$ cat config.mk
export PLATFORM = sky130hd
export DESIGN_NAME = nand_cycle_seq
export DESIGN_NICKNAME = d
export VERILOG_FILES = /design/src/rtl/nand_seq_pkg.sv /design/src/rtl/nand_cfg_decode.sv /design/src/rtl/nand_phase_timer.sv /design/src/rtl/nand_lane_io.sv /design/src/rtl/nand_cycle_seq.sv
export SDC_FILE = /design/constraint.sdc
export NUM_CORES = 1
export LEC_CHECK = 0
export BUFFER_PORTS_ARGS = -buffer_cell sky130_fd_sc_hd__buf_2
export CELL_PAD_IN_SITES_DETAIL_PLACEMENT = 1
export CELL_PAD_IN_SITES_GLOBAL_PLACEMENT = 2
export CORE_MARGIN = 1
export CORE_UTILIZATION = 29
export DETAILED_ROUTE_END_ITERATION = 10
export MAX_ROUTING_LAYER = met4
export PLACE_DENSITY = 0.95
export SYNTH_ARGS = -nofsm -noshare
export SYNTH_HDL_FRONTEND = slang
export SYNTH_SLANG_ARGS = --single-unit
$ cat constraint.sdc
create_clock -name clk -period 7.8 [get_ports clk]
set_input_delay 1.56 -clock clk [delete_from_list [all_inputs] [get_ports clk]]
set_output_delay 1.56 -clock clk [all_outputs]
set_load 0.02 [all_outputs]
$ cat src/rtl/nand_seq_pkg.sv
package nand_seq_pkg;

   localparam int DQ_W = 16;

   // control word bit map (fields decoded by the sequencer)
   localparam int CTL_SRST     = 0;
   localparam int CTL_BANK     = 2;
   localparam int CTL_WIDE     = 4;
   localparam int CTL_TCLR_LSB = 9;
   localparam int CTL_TAR_LSB  = 13;

   // field order inside the timing word
   localparam int TIM_SETUP = 0;
   localparam int TIM_WAIT  = 1;
   localparam int TIM_HOLD  = 2;
   localparam int TIM_HIZ   = 3;

   typedef enum logic [2:0] {
      PH_IDLE,
      PH_TURN,
      PH_SETUP,
      PH_STROBE,
      PH_HOLD,
      PH_HIZ
   } phase_e;

   typedef enum logic [1:0] {
      RK_CMD  = 2'b00,
      RK_ADDR = 2'b01,
      RK_DATA = 2'b10,
      RK_DAT2 = 2'b11
   } req_kind_e;

   typedef enum logic [1:0] {
      LK_NONE,
      LK_CMD,
      LK_ADDR
   } last_kind_e;

endpackage

$ cat src/rtl/nand_cfg_decode.sv
module nand_cfg_decode
   import nand_seq_pkg::*;
#(
   parameter int CTRL_W = 32,
   parameter int TF_W   = 8,
   parameter int TD_W   = 4,
   localparam int CNT_W = TF_W + 1
) (
   input  logic [CTRL_W-1:0] ctrl,
   input  logic [4*TF_W-1:0] timing,
   output logic              srst,
   output logic              bank_en,
   output logic              wide,
   output logic [CNT_W-1:0]  setup_len,
   output logic [CNT_W-1:0]  strobe_len,
   output logic [CNT_W-1:0]  hold_len,
   output logic [CNT_W-1:0]  hiz_len,
   output logic [CNT_W-1:0]  clr_len,
   output logic [CNT_W-1:0]  ar_len
);

   if (CTL_TAR_LSB + TD_W > CTRL_W) begin : g_bad_ctrl
      $error("control word too narrow for the turnaround fields");
   end
   if (TD_W >= CNT_W) begin : g_bad_td
      $error("turnaround field must be narrower than the phase counter");
   end

   function automatic logic [CNT_W-1:0] at_least_one(input logic [TF_W-1:0] f);
      return (f == '0) ? CNT_W'(1) : {1'b0, f};
   endfunction

   logic [TF_W-1:0] f_setup, f_wait, f_hold, f_hiz;
   logic [TD_W-1:0] f_tclr, f_tar;

   assign f_setup = timing[TIM_SETUP*TF_W +: TF_W];
   assign f_wait  = timing[TIM_WAIT*TF_W  +: TF_W];
   assign f_hold  = timing[TIM_HOLD*TF_W  +: TF_W];
   assign f_hiz   = timing[TIM_HIZ*TF_W   +: TF_W];
   assign f_tclr  = ctrl[CTL_TCLR_LSB +: TD_W];
   assign f_tar   = ctrl[CTL_TAR_LSB  +: TD_W];

   assign srst    = ctrl[CTL_SRST];
   assign bank_en = ctrl[CTL_BANK];
   assign wide    = ctrl[CTL_WIDE];

   assign setup_len  = at_least_one(f_setup);
   assign strobe_len = at_least_one(f_wait) + CNT_W'(1);
   assign hold_len   = at_least_one(f_hold);
   assign hiz_len    = {1'b0, f_hiz};
   assign clr_len    = CNT_W'(f_tclr) + CNT_W'(1);
   assign ar_len     = CNT_W'(f_tar) + CNT_W'(1);

   logic unused_ctrl_bits;
   assign unused_ctrl_bits = ^{ctrl[1], ctrl[3], ctrl[CTRL_W-1:CTL_WIDE+1]};

endmodule

$ cat src/rtl/nand_phase_timer.sv
module nand_phase_timer #(
   parameter int CNT_W = 9
) (
   input  logic             clk,
   input  logic             rst_n,
   input  logic             load,
   input  logic [CNT_W-1:0] load_len,
   output logic             expire
);

   logic [CNT_W-1:0] remain;

   always_ff @(posedge clk or negedge rst_n) begin
      if (!rst_n) begin
         remain <= '0;
      end else if (load) begin
         remain <= load_len - CNT_W'(1);
      end else if (remain != '0) begin
         remain <= remain - CNT_W'(1);
      end
   end

   assign expire = (remain == '0);


   len_nonzero_chk: assert property (@(posedge clk) disable iff (!rst_n)
      load |-> (load_len != '0));

endmodule

$ cat src/rtl/nand_lane_io.sv
module nand_lane_io
   import nand_seq_pkg::*;
#(
   parameter int HOST_W = 32,
   localparam int NB     = HOST_W / 8,
   localparam int BEAT_W = $clog2(NB)
) (
   input  logic              clk,
   input  logic              rst_n,
   input  logic              clear,
   input  logic              capture,
   input  logic              wide,
   input  logic              narrow,
   input  logic [BEAT_W-1:0] beat,
   input  logic [HOST_W-1:0] wdata,
   input  logic [DQ_W-1:0]   dq_in,
   output logic [DQ_W-1:0]   dq_word,
   output logic [HOST_W-1:0] rd_data
);

   logic              halfword;
   logic [7:0]        wbytes [NB];
   logic [BEAT_W-1:0] lo_idx, hi_idx;

   assign halfword = wide && !narrow;
   assign lo_idx   = halfword ? {beat[BEAT_W-2:0], 1'b0} : beat;
   assign hi_idx   = {beat[BEAT_W-2:0], 1'b1};
   assign dq_word  = {halfword ? wbytes[hi_idx] : 8'h00, wbytes[lo_idx]};

   for (genvar j = 0; j < NB; j++) begin : g_lane
      localparam int HALF = j / 2;
      localparam int SUB  = j % 2;
      logic       hit;
      logic [7:0] src;

      assign wbytes[j] = wdata[8*j +: 8];
      assign hit = halfword ? (beat == BEAT_W'(HALF)) : (beat == BEAT_W'(j));
      assign src = halfword ? dq_in[8*SUB +: 8] : dq_in[7:0];

      always_ff @(posedge clk or negedge rst_n) begin
         if (!rst_n) begin
            rd_data[8*j +: 8] <= '0;
         end else if (clear) begin
            rd_data[8*j +: 8] <= '0;
         end else if (capture && hit) begin
            rd_data[8*j +: 8] <= src;
         end
      end
   end

endmodule

$ cat src/rtl/nand_cycle_seq.sv
module nand_cycle_seq
   import nand_seq_pkg::*;
#(
   parameter int HOST_W = 32,
   parameter int TF_W   = 8,
   parameter int TD_W   = 4,
   parameter int CTRL_W = 32
) (
   input  logic              clk,
   input  logic              rst_n,
   input  logic [CTRL_W-1:0] cfg_ctrl,
   input  logic [4*TF_W-1:0] cfg_timing,
   input  logic              req_valid,
   input  logic [1:0]        req_kind,
   input  logic              req_write,
   input  logic              req_word,
   input  logic [HOST_W-1:0] req_wdata,
   output logic              busy,
   output logic [HOST_W-1:0] rd_data,
   output logic              nand_ce_n,
   output logic              nand_cle,
   output logic              nand_ale,
   output logic              nand_we_n,
   output logic              nand_re_n,
   output logic [15:0]       nand_dq_out,
   output logic              nand_dq_oe,
   input  logic [15:0]       nand_dq_in
);

   localparam int NB     = HOST_W / 8;
   localparam int BEAT_W = $clog2(NB);
   localparam int CNT_W  = TF_W + 1;

   if ((HOST_W % 16) != 0 || HOST_W < 32) begin : g_bad_host
      $error("host word must be a multiple of 16 bits and at least 32");
   end

   // configuration decode
   logic             srst, bank_en, wide;
   logic [CNT_W-1:0] setup_len, strobe_len, hold_len, hiz_len, clr_len, ar_len;

   nand_cfg_decode #(.CTRL_W(CTRL_W), .TF_W(TF_W), .TD_W(TD_W)) u_cfg (
      .ctrl       (cfg_ctrl),
      .timing     (cfg_timing),
      .srst       (srst),
      .bank_en    (bank_en),
      .wide       (wide),
      .setup_len  (setup_len),
      .strobe_len (strobe_len),
      .hold_len   (hold_len),
      .hiz_len    (hiz_len),
      .clr_len    (clr_len),
      .ar_len     (ar_len)
   );

   // sequencer state
   phase_e            ph, ph_nxt;
   logic [1:0]        cur_kind;
   last_kind_e        last_kind;
   logic              cur_write, cur_narrow, cur_wide;
   logic [BEAT_W-1:0] beat, last_beat;
   logic              t_load, t_done;
   logic [CNT_W-1:0]  t_len;

   logic req_is_data, req_is_read, accept, need_turn, at_last;
   logic [CNT_W-1:0] turn_len;

   assign req_is_data = req_kind[1];
   assign req_is_read = req_is_data && !req_write;
   assign busy        = (ph != PH_IDLE);
   assign accept      = req_valid && !busy && bank_en && !srst;
   assign need_turn   = req_is_read && (last_kind != LK_NONE);
   assign turn_len    = (last_kind == LK_CMD) ? clr_len : ar_len;
   assign last_beat   = cur_narrow ? '0 :
                        cur_wide   ? BEAT_W'(NB/2 - 1) : BEAT_W'(NB - 1);
   assign at_last     = (beat == last_beat);

   nand_phase_timer #(.CNT_W(CNT_W)) u_timer (
      .clk      (clk),
      .rst_n    (rst_n),
      .load     (t_load),
      .load_len (t_len),
      .expire   (t_done)
   );

   always_comb begin
      ph_nxt = ph;
      t_load = 1'b0;
      t_len  = setup_len;
      unique case (ph)
         PH_IDLE: begin
            if (accept) begin
               t_load = 1'b1;
               if (need_turn) begin
                  ph_nxt = PH_TURN;
                  t_len  = turn_len;
               end else begin
                  ph_nxt = PH_SETUP;
               end
            end
         end
         PH_TURN: begin
            if (t_done) begin
               ph_nxt = PH_SETUP;
               t_load = 1'b1;
            end
         end
         PH_SETUP: begin
            if (t_done) begin
               ph_nxt = PH_STROBE;
               t_load = 1'b1;
               t_len  = strobe_len;
            end
         end
         PH_STROBE: begin
            if (t_done) begin
               ph_nxt = PH_HOLD;
               t_load = 1'b1;
               t_len  = hold_len;
            end
         end
         PH_HOLD: begin
            if (t_done) begin
               if (!at_last) begin
                  ph_nxt = PH_SETUP;
                  t_load = 1'b1;
               end else if (hiz_len == '0) begin
                  ph_nxt = PH_IDLE;
               end else begin
                  ph_nxt = PH_HIZ;
                  t_load = 1'b1;
                  t_len  = hiz_len;
               end
            end
         end
         PH_HIZ: begin
            if (t_done) ph_nxt = PH_IDLE;
         end
         default: ph_nxt = PH_IDLE;
      endcase
      if (srst) begin
         ph_nxt = PH_IDLE;
         t_load = 1'b0;
      end
   end

   always_ff @(posedge clk or negedge rst_n) begin
      if (!rst_n) begin
         ph         <= PH_IDLE;
         cur_kind   <= RK_CMD;
         cur_write  <= 1'b0;
         cur_narrow <= 1'b1;
         cur_wide   <= 1'b0;
         beat       <= '0;
         last_kind  <= LK_NONE;
      end else begin
         ph <= ph_nxt;
         if (srst) begin
            last_kind <= LK_NONE;
            beat      <= '0;
         end else if (accept) begin
            cur_kind   <= req_kind;
            cur_write  <= req_is_data ? req_write : 1'b1;
            cur_narrow <= !req_is_data || !req_word;
            cur_wide   <= wide;
            beat       <= '0;
            last_kind  <= (req_kind == RK_CMD)  ? LK_CMD :
                          (req_kind == RK_ADDR) ? LK_ADDR : LK_NONE;
         end else if (ph == PH_HOLD && t_done && !at_last) begin
            beat <= beat + BEAT_W'(1);
         end
      end
   end

   // data lanes
   logic [15:0] dq_word;
   logic        rd_clear, rd_capture;

   assign rd_clear   = accept && req_is_read;
   assign rd_capture = (ph == PH_STROBE) && t_done && !cur_write && !srst;

   nand_lane_io #(.HOST_W(HOST_W)) u_lanes (
      .clk     (clk),
      .rst_n   (rst_n),
      .clear   (rd_clear),
      .capture (rd_capture),
      .wide    (cur_wide),
      .narrow  (cur_narrow),
      .beat    (beat),
      .wdata   (req_wdata),
      .dq_in   (nand_dq_in),
      .dq_word (dq_word),
      .rd_data (rd_data)
   );

   // pin decode
   logic in_cycle, drive;

   assign in_cycle    = busy && (ph != PH_HIZ);
   assign drive       = cur_write && (ph == PH_SETUP || ph == PH_STROBE || ph == PH_HOLD);
   assign nand_ce_n   = !bank_en;
   assign nand_cle    = in_cycle && (cur_kind == RK_CMD);
   assign nand_ale    = in_cycle && (cur_kind == RK_ADDR);
   assign nand_we_n   = !((ph == PH_STROBE) && cur_write);
   assign nand_re_n   = !((ph == PH_STROBE) && !cur_write);
   assign nand_dq_oe  = drive;
   assign nand_dq_out = drive ? dq_word : 16'h0000;


   strobe_excl_chk: assert property (@(posedge clk) disable iff (!rst_n)
      !(!nand_we_n && !nand_re_n));


   cle_ale_excl_chk: assert property (@(posedge clk) disable iff (!rst_n)
      !(nand_cle && nand_ale));


   accept_busy_chk: assert property (@(posedge clk) disable iff (!rst_n)
      (req_valid && !busy && cfg_ctrl[CTL_BANK] && !cfg_ctrl[CTL_SRST]) |=> busy);


   srst_idle_chk: assert property (@(posedge clk) disable iff (!rst_n)
      cfg_ctrl[CTL_SRST] |=> !busy);


   bank_off_ignore_chk: assert property (@(posedge clk) disable iff (!rst_n)
      (!busy && !cfg_ctrl[CTL_BANK]) |=> !busy);


   we_data_stable_chk: assert property (@(posedge clk) disable iff (!rst_n)
      (!nand_we_n && !$past(nand_we_n)) |-> $stable(nand_dq_out));


   idle_quiet_chk: assert property (@(posedge clk) disable iff (!rst_n)
      !busy |-> (nand_we_n && nand_re_n && !nand_dq_oe && !nand_cle && !nand_ale));

endmodule

---- Word-level counts from Yosys, hierarchy flattened ----
Cells that the tools add are included.
operators by class
  add/subtract/negate cells ............... 6
  $mul .................................... 0
  divide/modulo/power cells ............... 0
  order comparisons ....................... 2
  eq/ne operators ......................... 19
  shift-type cells ........................ 0
  mux-type cells .......................... 63
  bitwise gates (word level) .............. 3
  reduce and logical (&&, ||, !) cells .... 58
operators by type and width
  kind                   number
  $mux W8                17
  $mux W9                10
  $pmux W9 S4            1
  $bmux W8 S2            2
  $mux W3                9
  $logic_not A8 Y1       3
  $logic_and A1 B1 Y1    22
  $mux W2                11
  $ne A3 B3 Y1 const B   7
  $logic_not A9 Y1       2
  $pmux W3 S6            1
  $sub A9 B1 Y9 const B  2
  $mux W16               1
  $reduce_bool A2 Y1     7
  $logic_not A1 Y1       11
  $add A4 B1 Y5 const B  2
  $mux W1                10
  $add A9 B1 Y9 const B  1
  $reduce_bool A9 Y1     1
  $eq A2 B1 Y1 const B   4
  $eq A3 B2 Y1 const B   2
  $eq A3 B3 Y1 const B   2
  $ge A3 B3 Y1 const B   2
  $logic_not A2 Y1       3
  other kinds (13)       18
word-level totals
  register bits after elaboration ......... 53
  bits in latches ......................... 0
  memory bits (writable) .................. 0
  ROM bits ................................ 0
  input bits .............................. 119
  output and inout port bits .............. 55
  memories ................................ 0

---- Longest topological paths before layout ----
  depth in word-level cells ............... 9
  depth in mapped cells ................... 13
  mapped depth without buffers ............ 11

---- By module ----
Synthesis repeated with hierarchy kept, for this count alone.
unflattened totals
  cells, all modules ...................... 550
  area, all modules ....................... 4,733.3 um^2
modules (own cells, without submodules)
  module            times used  cells each  area each (um^2)  sequential area each (um^2)
  nand_lane_io      1           203         1,976.9           800.8
  nand_cycle_seq    1           203         1,634.1           301.5
  nand_phase_timer  1           67          640.6             225.2
  nand_cfg_decode   1           77          481.7             0.0

---- Worst setup path after synthesis ----
No wires, ideal clock.
  path kind ............................... input -> register
  start ................................... input cfg_timing[24]
  end ..................................... register u_timer.remain[8]
  setup time .............................. 0.079 ns
  arrival time ............................ 3.772 ns
  data required time ...................... 7.721 ns
  slack ................................... 3.949 ns
  stages on the path ...................... 11
  cells stage by stage .................... nor4_1 nand3_1 o221a_1 buf_4 buf_4 buf_2 o21bai_1 ha_1 nand4b_1 nor4_1 mux2i_1
on the way
  longest elaborated chain between the ends .. 7
ends and longest elaborated chain
  what                                                  line                                           source
  from (decl)                                           nand_cycle_seq.sv:12                           input logic [4*TF_W-1:0] cfg_timing,
  $logic_not A9 Y1                                      nand_cycle_seq.sv:127                          end else if (hiz_len == '0) begin
  $mux W9 / $mux W1 (equally long branches)             nand_cycle_seq.sv:127
  $mux W9 / $mux W1 (equally long branches)             nand_cycle_seq.sv:124                          if (!at_last) begin
  $mux W9 / $mux W1 (equally long branches)             nand_cycle_seq.sv:123                          if (t_done) begin
  $pmux W9 S4 / $pmux W1 S3 (equally long branches)     nand_cycle_seq.sv:90                           unique case (ph)
  $sub A9 B1 Y9 / $mux W1 (equally long branches)       nand_phase_timer.sv:17, nand_cycle_seq.sv:141
  $mux W9 / $reduce_bool A2 Y1 (equally long branches)  n/a
  to (signal assigned)                                  nand_phase_timer.sv:17                         remain <= load_len - CNT_W'(1);
  to (signal assigned)                                  nand_phase_timer.sv:19                         remain <= remain - CNT_W'(1);
  to (decl)                                             nand_phase_timer.sv:11                         logic [CNT_W-1:0] remain;
Several ways; a longest one is shown, not always the timed one.
A chain may end at the register's enable or synchronous reset.

---- Worst setup path in the final report ----
  start ................................... input cfg_ctrl[0]
  end ..................................... register u_timer.remain[8]
on the way
  longest elaborated chain between the ends .. 6
ends and longest elaborated chain
  what                                                  line                                           source
  from (decl)                                           nand_cycle_seq.sv:11                           input logic [CTRL_W-1:0] cfg_ctrl,
  $logic_not A1 Y1                                      nand_cycle_seq.sv:71                           assign accept = req_valid && !busy && bank_en && !srst;
  $logic_and A1 B1 Y1                                   nand_cycle_seq.sv:71
  $mux W9 / $mux W1 (equally long branches)             nand_cycle_seq.sv:92                           if (accept) begin
  $pmux W9 S4 / $pmux W1 S3 (equally long branches)     nand_cycle_seq.sv:90
  $sub A9 B1 Y9 / $mux W1 (equally long branches)       nand_phase_timer.sv:17, nand_cycle_seq.sv:141
  $mux W9 / $reduce_bool A2 Y1 (equally long branches)  n/a
Several ways; a longest one is shown, not always the timed one.

==> results.cfg <==
[run_status]
status = finished, final reports clean

[setup_path]
end_kind = register
crit_path_max_fanout = 27
r2r_slack_ns = 3.63
critPathRequiredTime_ns = 8.02
reg2reg_depth = 9
r2r-end = u_timer.remain[8]$_DFFE_PN0P_
r2r-start = beat[0]$_DFFE_PN0P_
criticalPathCategory = input port to register
critPathArrivalTime_ns = 4.79
start_kind = input port

[pwr]
p_seq_frac = 0.373
internal-power_uw = 599
power-per-cell-area_nw_per_um2 = 194
switchingPower_uw = 392
p_total_uw = 992
p_sw_frac = 0.396
peakVddDrop_mv = 0.0941
p_leak_uw = 0.00231
p_comb_frac = 0.395
pwr-share-clk = 0.231

[clocking]
clkLatencyLatePin_ns = 0.30
cts_hold_buf = 0
cts.repair.resized = 0
cts_root_buffer = clkbuf_16
htree_levels = 2
cts_max_path_buffers = 2
cts_sinks = 53
cts_tree = built
cts.reportedPaths.clkPinSlew_ns = 0.08
cts_setup_buffers = 0
cts_made_buffers = 5

[die]
rows = 42
die_w_um = 120
io_pins = 174
dieArea_um2 = 14500
die_h_um = 120
core_um2 = 13500
initial_utilization = 0.302

[place]
gp_congestion = 0.882
dp_slack_ns = 2.90
hpwl_mm = 11.2
port_buffers = 152

[logic_synthesis]
synth_cell_types = 73
async_reset_ff_frac = 1.00
syn-instance-count = 462
ys.flop_type = dfrtp_1
ys_seq_elements = 53
ys_seq_area_frac = 0.326
netlist_area_um2 = 4070
yosysWarnings = 0
synth-edff-count = 0
avgSynthCellArea_um2 = 8.80
synthesis.nets = 587

[route]
antenna_left = 0
routed_wl_mm = 14.0
drt_iter0_drc = 212
viasPerCell = 5.32
num_vias = 4133
drc = 0
drt_first_pass_iters = 4
wl_per_cell_um = 18.0

[grt]
grt_pass1_wl_mm = 22.5
antenna_found_initial = 0
grt_overflow_total = 0
grt_max_degree = 54
groute.usage.overall = 0.199
grt_pass1_vias = 4386

[min_path]
hold_path.class = register to register
min_to = u_lanes.rd_data[7]$_DFFE_PN0P_
min_from = u_lanes.rd_data[7]$_DFFE_PN0P_
worstHoldPathCells = 2

[timing]
tns_ns = 0
grt_setup_unrepaired = no
period_share = 0.586
relSlewSlack = 0.308
slew_viol_final = 0
tightestPinTransition_ns = 1.04
period_needed_ns = 4.57
setup_viol = 0
max_clock_freq_ghz = 0.219
skew_ns = 0.00784
setup_ws_ns = 3.23
hold_violations = 0

[finish]
nets = 725
diodes = 0
syn_to_final_growth_pct = 25.5
nFillCells = 1658
drive_gt1_frac = 0.326

[flow_run]
max_cap_violations = 0
registers in the layout, indices dropped and copies added, names as in the netlist:
name	flops
beat	2
u_timer.remain	9
last_kind	2
u_lanes.rd_data	32
cur_narrow	1
cur_kind	2
cur_write	1
ph	3
cur_wide	1
placed cells by master (no fill, tap or decap), types with 3 or more instances in the layout:
master	synthesis	layout
o21ai_0	14	14
nor2_1	75	74
mux2i_1	38	38
nand3_1	13	13
o211ai_1	7	7
mux4_2	8	8
nor3_1	17	17
nand2_1	27	27
and2_1	10	10
o32ai_1	3	3
a31oi_1	7	7
o21a_1	4	4
a21oi_1	16	16
clkbuf_16	0	5
dfrtp_1	52	52
buf_2	3	152
ha_1	6	6
nor2b_1	5	5
or3_1	4	4
a211oi_1	16	16
xnor2_1	4	4
inv_1	13	13
a32oi_1	3	3
xor2_1	7	7
nor4_1	11	11
nand2b_1	11	11
nand4_1	5	5
a21oi_2	3	3
buf_4	4	4
metrics by stage:
stage	area (um^2)	utilization	hold WS (ns)	cells
detailed placement	4950	0.368	0.523	769
CTS	5100	0.379	0.541	777
global route	5100	0.379	0.557	777
floorplan	4070	-	0.465	462
finish	5100	0.379	0.532	777
global placement	4950	0.368	0.489	769
how the worst max path moves through the flow:
stage                   startpoint                             to  slack [ns]  depth (start not counted)
finish                 cfg_ctrl[0]  u_timer.remain[8]$_DFFE_PN0P_        3.23                         10
global route           cfg_ctrl[0]  u_timer.remain[6]$_DFFE_PN0P_        2.93                         10
CTS                    cfg_ctrl[0]  u_timer.remain[8]$_DFFE_PN0P_        3.19                         10
detailed placement     cfg_ctrl[0]  u_timer.remain[8]$_DFFE_PN0P_        2.90                         10
global placement       cfg_ctrl[0]  u_timer.remain[8]$_DFFE_PN0P_        2.96                         10
floorplan           cfg_timing[24]  u_timer.remain[8]$_DFFE_PN0P_        3.95                         11
power groups by stage:
| stage | Sequential [uW] | Clock (uW) | Combinational (uW) |
|---|---|---|---|
| after floorplan | 380 | 0 | 246 |
| after global routing | 376 | 244 | 431 |
| after detailed placement | 375 | 0 | 391 |
| after CTS | 371 | 234 | 393 |
| final | 370 | 229 | 392 |
| after global placement | 370 | 0 | 378 |
synthesized netlist by cell type (3+ instances only):
master / count / area share
nor3_1: 17 / 0.021
dfrtp_1: 52 / 0.32
a211oi_1: 16 / 0.030
xnor2_1: 4 / 0.0086
mux4_2: 8 / 0.044
o211ai_1: 7 / 0.013
clkbuf_1: 16 / 0.015
and2_1: 10 / 0.015
a31oi_1: 7 / 0.011
nor2_1: 75 / 0.069
o32ai_1: 3 / 0.0065
a21oi_1: 16 / 0.020
a21oi_2: 3 / 0.0065
o21a_1: 4 / 0.0074
buf_4: 4 / 0.0074
nand2_1: 27 / 0.025
a32oi_1: 3 / 0.0065
inv_1: 13 / 0.012
or3_1: 4 / 0.0062
buf_2: 3 / 0.0037
ha_1: 6 / 0.018
nor2b_1: 5 / 0.0077
nand3_1: 13 / 0.016
mux2i_1: 38 / 0.094
xor2_1: 7 / 0.015
o21ai_0: 14 / 0.017
nand2b_1: 11 / 0.017
nor4_1: 11 / 0.017
nand4_1: 5 / 0.0077
logic make-up after synthesis:
family / after synthesis / share of synthesized area
AO/OA/AOI/OAI: 110 / 0.206
XOR/XNOR: 11 / 0.0237
adder cells (fa/ha/maj): 6 / 0.0185
buffers and inverters: 39 / 0.0443
flip-flops: 53 / 0.326
multiplexers: 48 / 0.143
AND/OR/NAND/NOR: 195 / 0.238
critical path: stages:
cell      delay [ns]
buf_2           0.13
nand3b_1        0.24
nor2_1          0.43
o221a_1         0.86
and4b_1         0.39
o21bai_1        0.14
ha_1            0.22
nand4b_1        0.22
nor4_1          0.39
mux2i_1         0.21
final cells by class:
cell class | instances | area, um^2 | share of cell area
clock inverter | 3 | 26.3 | 0.00515
clock buffer | 5 | 125 | 0.0245
sequential | 53 | 1330 | 0.260
timing repair buffer | 156 | 791 | 0.155
tap | 176 | 220 | 0.0431
multi-input combinational | 370 | 2560 | 0.502
inverter | 14 | 52.6 | 0.0103
metal layers:
metal / vias up / wire [um] / track usage
li1: 1981 / - / -
met1: 1993 / 5760 / 0.238
met2: 131 / 7000 / 0.344
met3: 28 / 753 / 0.0231
met4: 0 / 450 / 0.0710
met5: - / 0 / -
Power figures use the tool's default switching activity.
